==> src/rtl/bkrc_pkg.sv <==
package bkrc_pkg;

  typedef enum logic [2:0] {
    OP_NOP    = 3'd0,
    OP_SET    = 3'd1,
    OP_CLR    = 3'd2,
    OP_CLRALL = 3'd3,
    OP_TOGGLE = 3'd4,
    OP_STOP   = 3'd5,
    OP_BUDGET = 3'd6,
    OP_RESUME = 3'd7
  } bkrc_op_e;

  typedef enum logic [2:0] {
    HC_NONE  = 3'd0,
    HC_BKPT  = 3'd1,
    HC_STOP  = 3'd2,
    HC_COUNT = 3'd3,
    HC_EXT   = 3'd4,
    HC_FAULT = 3'd5
  } bkrc_cause_e;

  // Address lies inside program memory.
  function automatic logic addr_ok(input logic [31:0] a, input logic [31:0] last);
    return a <= last;
  endfunction

  // Fixed priority among simultaneous halt events.
  function automatic logic [2:0] pick_cause(input logic f, input logic b,
                                            input logic s, input logic c,
                                            input logic e);
    if (f) return HC_FAULT;
    if (b) return HC_BKPT;
    if (s) return HC_STOP;
    if (c) return HC_COUNT;
    if (e) return HC_EXT;
    return HC_NONE;
  endfunction

endpackage

==> src/rtl/bkrc_table.sv <==
module bkrc_table #(
  parameter int ADDR_W    = 16,
  parameter int NUM_BP    = 4,
  parameter int PMEM_LAST = 16'h0FFF,
  localparam int CW = $clog2(NUM_BP + 1),
  localparam int IW = (NUM_BP > 1) ? $clog2(NUM_BP) : 1
) (
  input  logic              clk,
  input  logic              rst_n,
  input  logic              cmd_valid,
  input  logic [2:0]        cmd_op,
  input  logic [ADDR_W-1:0] cmd_addr,
  input  logic              probe_en,
  input  logic [ADDR_W-1:0] probe_pc,
  input  logic [IW-1:0]     ent_sel,
  output logic [ADDR_W-1:0] ent_addr,
  output logic              ent_valid,
  output logic [CW-1:0]     count,
  output logic              hit,
  output logic              cmd_err
);
  import bkrc_pkg::*;

  logic [ADDR_W-1:0] ent_q     [NUM_BP];
  logic [ADDR_W-1:0] shift_src [NUM_BP];
  logic [CW-1:0]     cnt_q;
  logic [NUM_BP-1:0] live, cmd_eq, pc_eq;
  logic [IW-1:0]     del_idx;
  logic              present, full, in_rng;
  logic              do_set, do_del, do_clrall, err_now;

  for (genvar gi = 0; gi < NUM_BP; gi++) begin : g_slot
    assign live[gi]   = CW'(gi) < cnt_q;
    assign cmd_eq[gi] = live[gi] && (ent_q[gi] == cmd_addr);
    assign pc_eq[gi]  = live[gi] && (ent_q[gi] == probe_pc);
    if (gi < NUM_BP - 1) begin : g_mid
      assign shift_src[gi] = ent_q[gi+1];
    end else begin : g_last
      assign shift_src[gi] = '0;
    end
  end

  assign present = |cmd_eq;
  assign full    = (cnt_q == CW'(NUM_BP));
  assign in_rng  = addr_ok(32'(cmd_addr), 32'(PMEM_LAST));
  assign hit     = probe_en && (|pc_eq);

  always_comb begin
    del_idx = '0;
    for (int i = NUM_BP - 1; i >= 0; i--)
      if (cmd_eq[i]) del_idx = IW'(i);
  end

  always_comb begin
    do_set = 1'b0; do_del = 1'b0; do_clrall = 1'b0; err_now = 1'b0;
    if (cmd_valid) begin
      case (cmd_op)
        OP_SET: begin
          if (!in_rng) err_now = 1'b1;
          else         do_set  = !present && !full;
        end
        OP_CLR: begin
          if (!in_rng || !present) err_now = 1'b1;
          else                     do_del  = 1'b1;
        end
        OP_TOGGLE: begin
          if (!in_rng)      err_now = 1'b1;
          else if (present) do_del  = 1'b1;
          else              do_set  = !full;
        end
        OP_CLRALL: do_clrall = 1'b1;
        default: ;
      endcase
    end
  end

  always_ff @(posedge clk or negedge rst_n) begin
    if (!rst_n) begin
      cnt_q   <= '0;
      cmd_err <= 1'b0;
      for (int i = 0; i < NUM_BP; i++) ent_q[i] <= '0;
    end else begin
      cmd_err <= err_now;
      if (do_clrall) begin
        cnt_q <= '0;
      end else if (do_set) begin
        for (int i = 0; i < NUM_BP; i++)
          if (CW'(i) == cnt_q) ent_q[i] <= cmd_addr;
        cnt_q <= cnt_q + 1'b1;
      end else if (do_del) begin
        for (int i = 0; i < NUM_BP; i++)
          if (IW'(i) >= del_idx) ent_q[i] <= shift_src[i];
        cnt_q <= cnt_q - 1'b1;
      end
    end
  end

  assign count     = cnt_q;
  assign ent_addr  = ent_q[ent_sel];
  assign ent_valid = 32'(ent_sel) < 32'(cnt_q);

endmodule

==> src/rtl/bkrc_budget.sv <==
module bkrc_budget #(
  parameter int W = 16
) (
  input  logic         clk,
  input  logic         rst_n,
  input  logic         load,
  input  logic [W-1:0] load_val,
  input  logic         tick,
  output logic [W-1:0] left,
  output logic         zero_hit
);
  logic [W-1:0] left_q, nxt;
  logic         off;

  // Saturating decrement toward zero.
  function automatic logic [W-1:0] step_down(input logic [W-1:0] b);
    return (b == '0) ? '0 : b - 1'b1;
  endfunction

  assign off      = &left_q;
  assign nxt      = step_down(left_q);
  assign zero_hit = tick && !off && (nxt == '0);

  always_ff @(posedge clk or negedge rst_n) begin
    if (!rst_n)             left_q <= '1;
    else if (load)          left_q <= load_val;
    else if (tick && !off)  left_q <= nxt;
  end

  assign left = left_q;

endmodule

==> src/rtl/bkrc_halt.sv <==
module bkrc_halt (
  input  logic       clk,
  input  logic       rst_n,
  input  logic       resume,
  input  logic       fault_ev,
  input  logic       bp_ev,
  input  logic       stop_ev,
  input  logic       cnt_ev,
  input  logic       ext_ev,
  output logic       halt,
  output logic [2:0] cause,
  output logic       bp_hit
);
  import bkrc_pkg::*;

  logic any_ev;
  assign any_ev = fault_ev | bp_ev | stop_ev | cnt_ev | ext_ev;

  always_ff @(posedge clk or negedge rst_n) begin
    if (!rst_n) begin
      halt <= 1'b0; cause <= HC_NONE; bp_hit <= 1'b0;
    end else if (resume) begin
      halt <= 1'b0; cause <= HC_NONE; bp_hit <= 1'b0;
    end else if (!halt && any_ev) begin
      halt   <= 1'b1;
      cause  <= pick_cause(fault_ev, bp_ev, stop_ev, cnt_ev, ext_ev);
      bp_hit <= bp_ev;
    end
  end

endmodule

==> src/rtl/bkrc_top.sv <==
module bkrc_top #(
  parameter int ADDR_W    = 16,
  parameter int NUM_BP    = 4,
  parameter int PMEM_LAST = 16'h0FFF,
  localparam int CW = $clog2(NUM_BP + 1),
  localparam int IW = (NUM_BP > 1) ? $clog2(NUM_BP) : 1
) (
  input  logic              clk,
  input  logic              rst_n,
  input  logic              cmd_valid,
  input  logic [2:0]        cmd_op,
  input  logic [ADDR_W-1:0] cmd_addr,
  input  logic              retire,
  input  logic [ADDR_W-1:0] new_pc,
  input  logic              ext_break,
  input  logic              fetch_req,
  input  logic [ADDR_W-1:0] fetch_pc,
  input  logic [IW-1:0]     ent_sel,
  output logic              halt,
  output logic [2:0]        halt_cause,
  output logic              bp_hit,
  output logic              cmd_err,
  output logic [CW-1:0]     bp_count,
  output logic [ADDR_W-1:0] budget_left,
  output logic [ADDR_W-1:0] ent_addr,
  output logic              ent_valid
);
  import bkrc_pkg::*;

  // Named internal events, also observed by the checker.
  logic              retire_live, resume_cmd;
  logic              tbl_hit, stop_hit, cnt_zero, ext_hit, fetch_fault;
  logic [ADDR_W-1:0] stop_q;

  assign resume_cmd  = cmd_valid && (cmd_op == OP_RESUME);
  assign retire_live = retire && !halt;
  assign stop_hit    = retire_live && (stop_q != '0) && (new_pc == stop_q);
  assign ext_hit     = retire_live && ext_break;
  assign fetch_fault = fetch_req && !halt && !addr_ok(32'(fetch_pc), 32'(PMEM_LAST));

  always_ff @(posedge clk or negedge rst_n) begin
    if (!rst_n) stop_q <= '0;
    else if (cmd_valid && (cmd_op == OP_STOP)) stop_q <= cmd_addr;
  end

  bkrc_table #(.ADDR_W(ADDR_W), .NUM_BP(NUM_BP), .PMEM_LAST(PMEM_LAST)) u_table (
    .clk(clk), .rst_n(rst_n),
    .cmd_valid(cmd_valid), .cmd_op(cmd_op), .cmd_addr(cmd_addr),
    .probe_en(retire_live), .probe_pc(new_pc),
    .ent_sel(ent_sel), .ent_addr(ent_addr), .ent_valid(ent_valid),
    .count(bp_count), .hit(tbl_hit), .cmd_err(cmd_err)
  );

  bkrc_budget #(.W(ADDR_W)) u_budget (
    .clk(clk), .rst_n(rst_n),
    .load(cmd_valid && (cmd_op == OP_BUDGET)), .load_val(cmd_addr),
    .tick(retire_live), .left(budget_left), .zero_hit(cnt_zero)
  );

  bkrc_halt u_halt (
    .clk(clk), .rst_n(rst_n), .resume(resume_cmd),
    .fault_ev(fetch_fault), .bp_ev(tbl_hit), .stop_ev(stop_hit),
    .cnt_ev(cnt_zero), .ext_ev(ext_hit),
    .halt(halt), .cause(halt_cause), .bp_hit(bp_hit)
  );

endmodule

==> config.mk <==
export PLATFORM = sky130hd
export DESIGN_NAME = bkrc_top
export DESIGN_NICKNAME = d
export VERILOG_FILES = /design/src/rtl/bkrc_pkg.sv /design/src/rtl/bkrc_table.sv /design/src/rtl/bkrc_budget.sv /design/src/rtl/bkrc_halt.sv /design/src/rtl/bkrc_top.sv
export SDC_FILE = /design/constraint.sdc
export NUM_CORES = 1
export LEC_CHECK = 0
export CORE_MARGIN = 2
export CORE_UTILIZATION = 60
export CTS_CLUSTER_SIZE = 30
export DETAILED_ROUTE_END_ITERATION = 6
export HOLD_SLACK_MARGIN = 0.03
export PLACE_DENSITY = 0.84
export RECOVER_POWER = 25
export SLEW_MARGIN = 20
export SYNTH_ARGS = -nofsm -noshare
export SYNTH_HDL_FRONTEND = slang
export SYNTH_SLANG_ARGS = --single-unit
export TNS_END_PERCENT = 100
==> constraint.sdc <==
create_clock -name clk -period 4.31 [get_ports clk]
set_input_delay 0.862 -clock clk [delete_from_list [all_inputs] [get_ports clk]]
set_output_delay 0.862 -clock clk [all_outputs]
set_load 0.1 [all_outputs]
==> results.tsv, run 1 <==
metric	value	unit
status	complete, but fails checks	
failing checks	capacitance limit, slew limit	
# resized after CTS	0	
Syn Area/Cell	10.4	um^2
post-DP HPWL	21.0	mm
largest net degree at the start of global routing	71	
total wire length	27.3	mm
via count	6884	
Met3 Routed Length	2.76	mm
Max-Cap Viols	1	
core area	13100	um^2
routed vias/inst	6.67	
row count	42	
r2r endpoint	u_table.ent_q[2]	
Clock Power Share	0.243	
proportion of layout cells with a drive suffix above 1	0.270	
clk buf depth	2	
total CTS buffers	9	
worst path required time	4600	ps
Worst Hold Class	register to register	
DR WL/cell	26.4	um
Setup Buffers After CTS	0	
First DRT Iteration DRCs	846	
IO Port Bufs	88	
Syn Inst Count	767	
Nets	920	
crit end category	register	
Hold EP	u_budget.left[15]	
met2 WL	12.9	mm
Least-Margin Pin Slew	1840	ps
CP Max Fanout	16	
WP data arrival	4270	ps
most common cell after layout, fill and taps aside	xnor2_1	
maximum clock rate	251	MHz
RD Place Congestion	1.00	
total congestion overflow	0	
# hold bufs at CTS	0	
Cell variety after synth	63	
EDFF count, synth	0	
VDD IR max	0.233	mV
Sink Count	105	
total track usage	0.395	
TritonCTS clock tree	yes	
net switching power	1.44	mW
vias in the first global route	6820	
critical path type	input port to register	
Final period util	0.924	
hold path cells	2	
LEAKAGE	3.88	nW
cell area after synthesis	7970	um^2
clock root buffer	clkbuf_16	
Seq/Total Area, Yosys	0.332	
Post-Layout Cell Count	1032	
Most used DFF post-synth	dfrtp_1	
I/O pins	101	
Critical Path Start	cmd_addr[14]	
hold_sp	u_budget.left[15]	
initial antenna violation count	0	
placed insts	1017	
met1 WL	10.6	mm
worst-skew pair later-pin latency	370	ps
most frequent cells in the layout	xnor2_1, dfrtp_1, mux2_2	
Fin Clk Skew	12.8	ps
power per cell area	353	nW/um^2
Die X	119	um
RSZ-0062 raised after global routing	no	
Slew HR	-0.229	
sw frac	0.429	
H-tree levels	3	
Crit Reg-Reg Startpoint	u_table.count[1]	
Setup TNS Final	0	ps
cells on worst reg2reg path	9	
area grow syn2layout	19.9	%
fraction of registers with async set/reset	1.00	
hold slack	541	ps
drt pass-1 iters	5	
Initial Util	0.609	
diode count	0	
final hold viol count	0	
top sig layer	met4	
post-synthesis net count	835	
residual DRC count	0	
CP Launch Type	input port	
Routed Antenna Nets	0	
Final setup viols	0	
die area	14200	um^2
number of fill cells	938	
Synthesis Warnings	0	
post-synthesis register bit count	105	
first-pass GRT wire length	41.6	mm
Max Slew Vio Count	71	
Int Power	1.92	mW
Worst-path clk slew	80	ps
shortest period the worst path allows	3980	ps
Reg power frac	0.386	
Die Ht	119	um
r2r setup slk	1060	ps
Logic pwr share	0.371	
-- power groups by stage --
| stage | logic, mW | clock network [mW] | registers [mW] |
|---|---|---|---|
| 4_1_cts | 1.24 | 0.824 | 1.29 |
| 2_1_floorplan | 0.489 | 0 | 1.70 |
| 3_3_place_gp | 1.23 | 0 | 1.30 |
| 3_5_place_dp | 1.24 | 0 | 1.31 |
| 6_report | 1.25 | 0.818 | 1.30 |
| 5_1_grt | 1.31 | 0.862 | 1.32 |
-- critical path, cell delays in order --
cell and delay, ps:
clkdlybuf4s50_1 650, buf_4 290, nor4_4 280, nand2_1 110
or3_1 420, a21o_1 240, nor3_4 210, mux2i_2 950
a32o_1 260
-- through the flow --
| step | utilization | setup WS [ps] | area (um^2) | power (mW) |
|---|---|---|---|---|
| 3_3_place_gp | 0.708 | 196 | 9270 | 2.53 |
| 6_report | 0.730 | 326 | 9550 | 3.37 |
| 5_1_grt | 0.730 | 235 | 9550 | 3.48 |
| 2_1_floorplan | - | 407 | 7970 | 2.19 |
| 3_5_place_dp | 0.708 | 28.2 | 9270 | 2.55 |
| 4_1_cts | 0.730 | 400 | 9550 | 3.36 |
-- kinds of logic after synthesis --
kind of cell             Yosys count  synth area share
AND/OR/NAND/NOR                  220             0.157
XOR/XNOR                         151             0.166
multiplexers                     120             0.202
flip-flops                       105             0.332
AO/OA/AOI/OAI                     89            0.0752
buffers and inverters             73            0.0528
adder cells (fa/ha/maj)            9            0.0141
-- registers in the layout, summed over array words and instances, names as in the netlist --
signal and cells:
u_budget.left 16, u_halt.cause 3, u_table.cmd_err 1, u_table.count 3
u_halt.bp_hit 1, u_table.ent_q 64, stop_q 16, u_halt.halt 1
-- routing by layer --
metal | up-vias | global-route usage
li1 | 2934 | -
met1 | 3426 | 0.529
met2 | 453 | 0.631
met3 | 71 | 0.0805
met4 | 0 | 0.155
met5 | - | 0
-- cell type report --
type	instances	area, um^2	share of cell area
Inverter	8	30.0	0.00314
Clock inverter	6	58.8	0.00616
Tap cell	176	220	0.0231
Timing Repair Buffer	139	1470	0.154
Sequential cell	105	2650	0.277
Clock buffer	9	225	0.0236
Multi-Input combinational cell	589	4900	0.513
-- synthesized netlist by cell type, types with 8 or more instances --
master	number	area, um^2
dfrtp_1	89	2230
a32o_1	12	120
nor3_1	22	110
nor2b_1	13	81.3
buf_6	8	90.1
nor4_1	34	213
a21oi_1	35	175
xnor2_1	91	797
ha_1	9	113
xor2_1	60	526
nand3_1	17	85.1
inv_1	8	30.0
clkbuf_1	36	135
nand2_1	23	86.3
buf_2	8	40.0
nor2_1	39	146
nand4_1	29	181
mux2_2	79	890
mux4_2	16	360
o21ai_0	15	75.1
dfstp_2	16	420
buf_4	8	60.1
mux2_4	21	315
-- worst max-delay path by stage --
stage / end / cells past startpoint
6_report: u_table.ent_q[2] / 9
3_5_place_dp: u_table.ent_q[2] / 9
2_1_floorplan: ent_valid / 4
5_1_grt: u_table.ent_q[2] / 9
4_1_cts: u_table.ent_q[2] / 9
3_3_place_gp: u_table.ent_q[25] / 10
(Power assumes the default switching activity.)
==> inputs of run 2 (changes only) <==
--- a/config.mk
+++ b/config.mk
@@ -5,6 +5,8 @@
 export SDC_FILE = /design/constraint.sdc
 export NUM_CORES = 1
 export LEC_CHECK = 0
+export ABC_AREA = 1
+export CAP_MARGIN = 10
 export CORE_MARGIN = 2
 export CORE_UTILIZATION = 60
 export CTS_CLUSTER_SIZE = 30
@@ -12,6 +14,7 @@
 export HOLD_SLACK_MARGIN = 0.03
 export PLACE_DENSITY = 0.84
 export RECOVER_POWER = 25
+export SETUP_SLACK_MARGIN = 0.1
 export SLEW_MARGIN = 20
 export SYNTH_ARGS = -nofsm -noshare
 export SYNTH_HDL_FRONTEND = slang
==> results.tsv, run 2 <==
metric	value	unit	change
Most used DFF post-synth	dfrtp_1		unchanged
Cell variety after synth	44		was 63
First DRT Iteration DRCs	1071		was 846
top-count cell post-synth	nand2_1		was xnor2_1
I/O pins	101		unchanged
proportion of layout cells with a drive suffix above 1	0.0748		was 0.270
EDFF count, synth	0		unchanged
post-synthesis register bit count	105		unchanged
post-DP HPWL	24.2	mm	was 21.0 mm
area grow syn2layout	17.3	%	was 19.9%
TritonCTS clock tree	yes		unchanged
power per cell area	471	nW/um^2	was 353 nW/um^2
final hold viol count	0		unchanged
main area contributors after synthesis	dfrtp_1, nand2_1, nor2_1		was dfrtp_1, mux2_2, xnor2_1
Die X	125	um	was 119 um
Synthesis Warnings	0		unchanged
WP data arrival	3910	ps	was 4270 ps
CP Launch Type	input port		unchanged
clk buf depth	2		unchanged
Routed Antenna Nets	0		unchanged
commonest cells in the netlist	nand2_1, nor2_1, inv_1, dfrtp_1, a21oi_1		was xnor2_1, dfrtp_1, mux2_2, xor2_1, nor2_1
largest net degree at the start of global routing	57		was 71
via count	9968		was 6884
Top reg by flops	u_table.ent_q		unchanged
Placed Area	9990	um^2	was 9270 um^2
pre-CTS setup slack	444	ps	was 28.2 ps
worst-skew pair later-pin latency	370	ps	about the same
Post-Layout Cell Count	1709		was 1032
Syn Area/Cell	6.04	um^2	was 10.4 um^2
total wire length	31.7	mm	was 27.3 mm
r2r setup slk	1370	ps	was 1060 ps
total track usage	0.406		was 0.395
number of flip-flops in the largest register	64		unchanged
hold slack	498	ps	was 541 ps
Setup WS post-layout	654	ps	was 326 ps
cell area after synthesis	8790	um^2	was 7970 um^2
placed insts	1693		was 1017
Seq/Total Area, Yosys	0.301		was 0.332
first-pass GRT wire length	49.4	mm	was 41.6 mm
Compound-Gate Fraction of Synth Area	0.116		was 0.0752
Synth top area share	0.253		was 0.280
crit end category	register		unchanged
diode count	0		unchanged
H-tree levels	3		unchanged
shortest period the worst path allows	3660	ps	was 3980 ps
Worst Hold Class	register to register		unchanged
RD Place Congestion	1.04		was 1.00
vias in the first global route	9272		was 6820
Fin Clk Skew	9.03	ps	was 12.8 ps
worst path required time	4570	ps	was 4600 ps
Final setup viols	0		unchanged
LEAKAGE	5.21	nW	was 3.88 nW
post-layout util	0.715		was 0.730
final total power	4.86	mW	was 3.37 mW
Sink Count	105		unchanged
VDD IR max	0.301	mV	was 0.233 mV
Initial Util	0.609		about the same
fin area	10300	um^2	was 9550 um^2
clock root buffer	clkbuf_16		unchanged
Setup Buffers After CTS	0		unchanged
# hold bufs at CTS	0		unchanged
most frequent cells in the layout	nand2_1, nor2_1, inv_1		was xnor2_1, dfrtp_1, mux2_2
Nets	1588		was 920
Die Ht	125	um	was 119 um
residual DRC count	17		was 0
Final period util	0.848		was 0.924
drt pass-1 iters	7		was 5
maximum clock rate	274	MHz	was 251 MHz
fraction of registers with async set/reset	1.00		unchanged
CP Max Fanout	27		was 16
DR WL/cell	18.5	um	was 26.4 um
initial antenna violation count	0		unchanged
die area	15600	um^2	was 14200 um^2
Max-Cap Viols	1		unchanged
number of fill cells	1274		was 938
Setup TNS Final	0	ps	unchanged
most common cell after layout, fill and taps aside	nand2_1		was xnor2_1
RSZ-0062 raised after global routing	no		unchanged
total CTS buffers	9		unchanged
Max stage delay on crit path	750	ps	was 950 ps
total congestion overflow	0		unchanged
post-synthesis net count	1522		was 835
core area	14400	um^2	was 13100 um^2
critical path type	input port to register		unchanged
Max stage delay cell, worst path	clkdlybuf4s50_1		was mux2i_2
Worst-path clk slew	70	ps	was 80 ps
Slew HR	-1.18		was -0.229
Crit path top cell by count	nand2_1		
Least-Margin Pin Slew	3270	ps	was 1840 ps
routed vias/inst	5.83		was 6.67
largest family of logic cells by synthesized area	simple AND/OR/NAND/NOR gates		was multiplexers
Syn Inst Count	1454		was 767
mux share of post-synthesis cell area	0		was 0.202
IO Port Bufs	88		unchanged
status	complete, but fails checks		unchanged
Max Slew Vio Count	57		was 71
Synth Area in XOR/XNOR	0.0508		was 0.166
row count	44		was 42
# resized after CTS	0		unchanged
Post-Synth Simple-Gate Area	0.416		was 0.157
CP Cell Sequence	clkdlybuf4s50_1 -> inv_1 -> nand2_1 -> nand2_1 -> nor2_1 -> nand2_1 -> nor2_1 -> nand3_1 -> nand2_1 -> nor2_2 -> nand2_4 -> buf_4 -> inv_6 -> nand2_1 -> nand2_1 -> nor2_2 -> nor2_1		was clkdlybuf4s50_1 -> buf_4 -> nor4_4 -> nand2_1 -> or3_1 -> a21o_1 -> nor3_4 -> mux2i_2 -> a32o_1
Synth area leader	dfrtp_1		unchanged
Post-Synth Adder-Cell Area	0.0128		was 0.0141
failing checks	DRC, capacitance limit, slew limit		was capacitance limit, slew limit
-- run 2: critical path: cells and delay by family --
family                 cells  cell delay, ps
buffers and inverters      4            1520
AND/OR/NAND/NOR           13            1490
-- run 2: cell families after synthesis --
logic type	after synthesis
simple gates	886
fa+ha+maj	9
flops	105
compound gates	185
buf+inv	218
xor+xnor	51
-- run 2: report_power, final --
part | switching, mW | internal [mW]
clock network | 0.401 | 0.526
logic | 1.71 | 0.698
registers | 0.293 | 1.23
total | 2.41 | 2.45
-- run 2: final timing paths --
| check | from | end | cells past startpoint |
|---|---|---|---|
| min | u_halt.bp_hit | u_halt.bp_hit | 2 |
| max reg2reg | u_table.count[1] | u_table.ent_q[13] | 11 |
| min in group asynchronous | rst_n | u_table.ent_q[21] | 1 |
| max | cmd_addr[7] | u_table.ent_q[39] | 17 |
| max in group asynchronous | rst_n | u_table.count[2] | 1 |
| min reg2reg | u_halt.bp_hit | u_halt.bp_hit | 2 |
-- run 2: final cells by class --
| type | instances | area [um^2] | area share |
|---|---|---|---|
| Tap cell | 184 | 230 | 0.0223 |
| Clock inverter | 5 | 78.8 | 0.00764 |
| Clock buffer | 11 | 243 | 0.0235 |
| Multi-Input combinational cell | 1131 | 5230 | 0.507 |
| Timing Repair Buffer | 111 | 1270 | 0.123 |
| Sequential cell | 105 | 2650 | 0.257 |
| Inverter | 162 | 613 | 0.0595 |
-- run 2: layer usage --
| metal | share of wire | GRT usage | vias up | wire length [um] |
|---|---|---|---|---|
| met5 | 0 | 0 | - | 0 |
| met4 | 0.053 | 0.205 | 0 | 1680 |
| met3 | 0.10 | 0.0689 | 116 | 3260 |
| met2 | 0.45 | 0.647 | 593 | 14400 |
| met1 | 0.39 | 0.538 | 4552 | 12300 |
| li1 | - | - | 4707 | - |
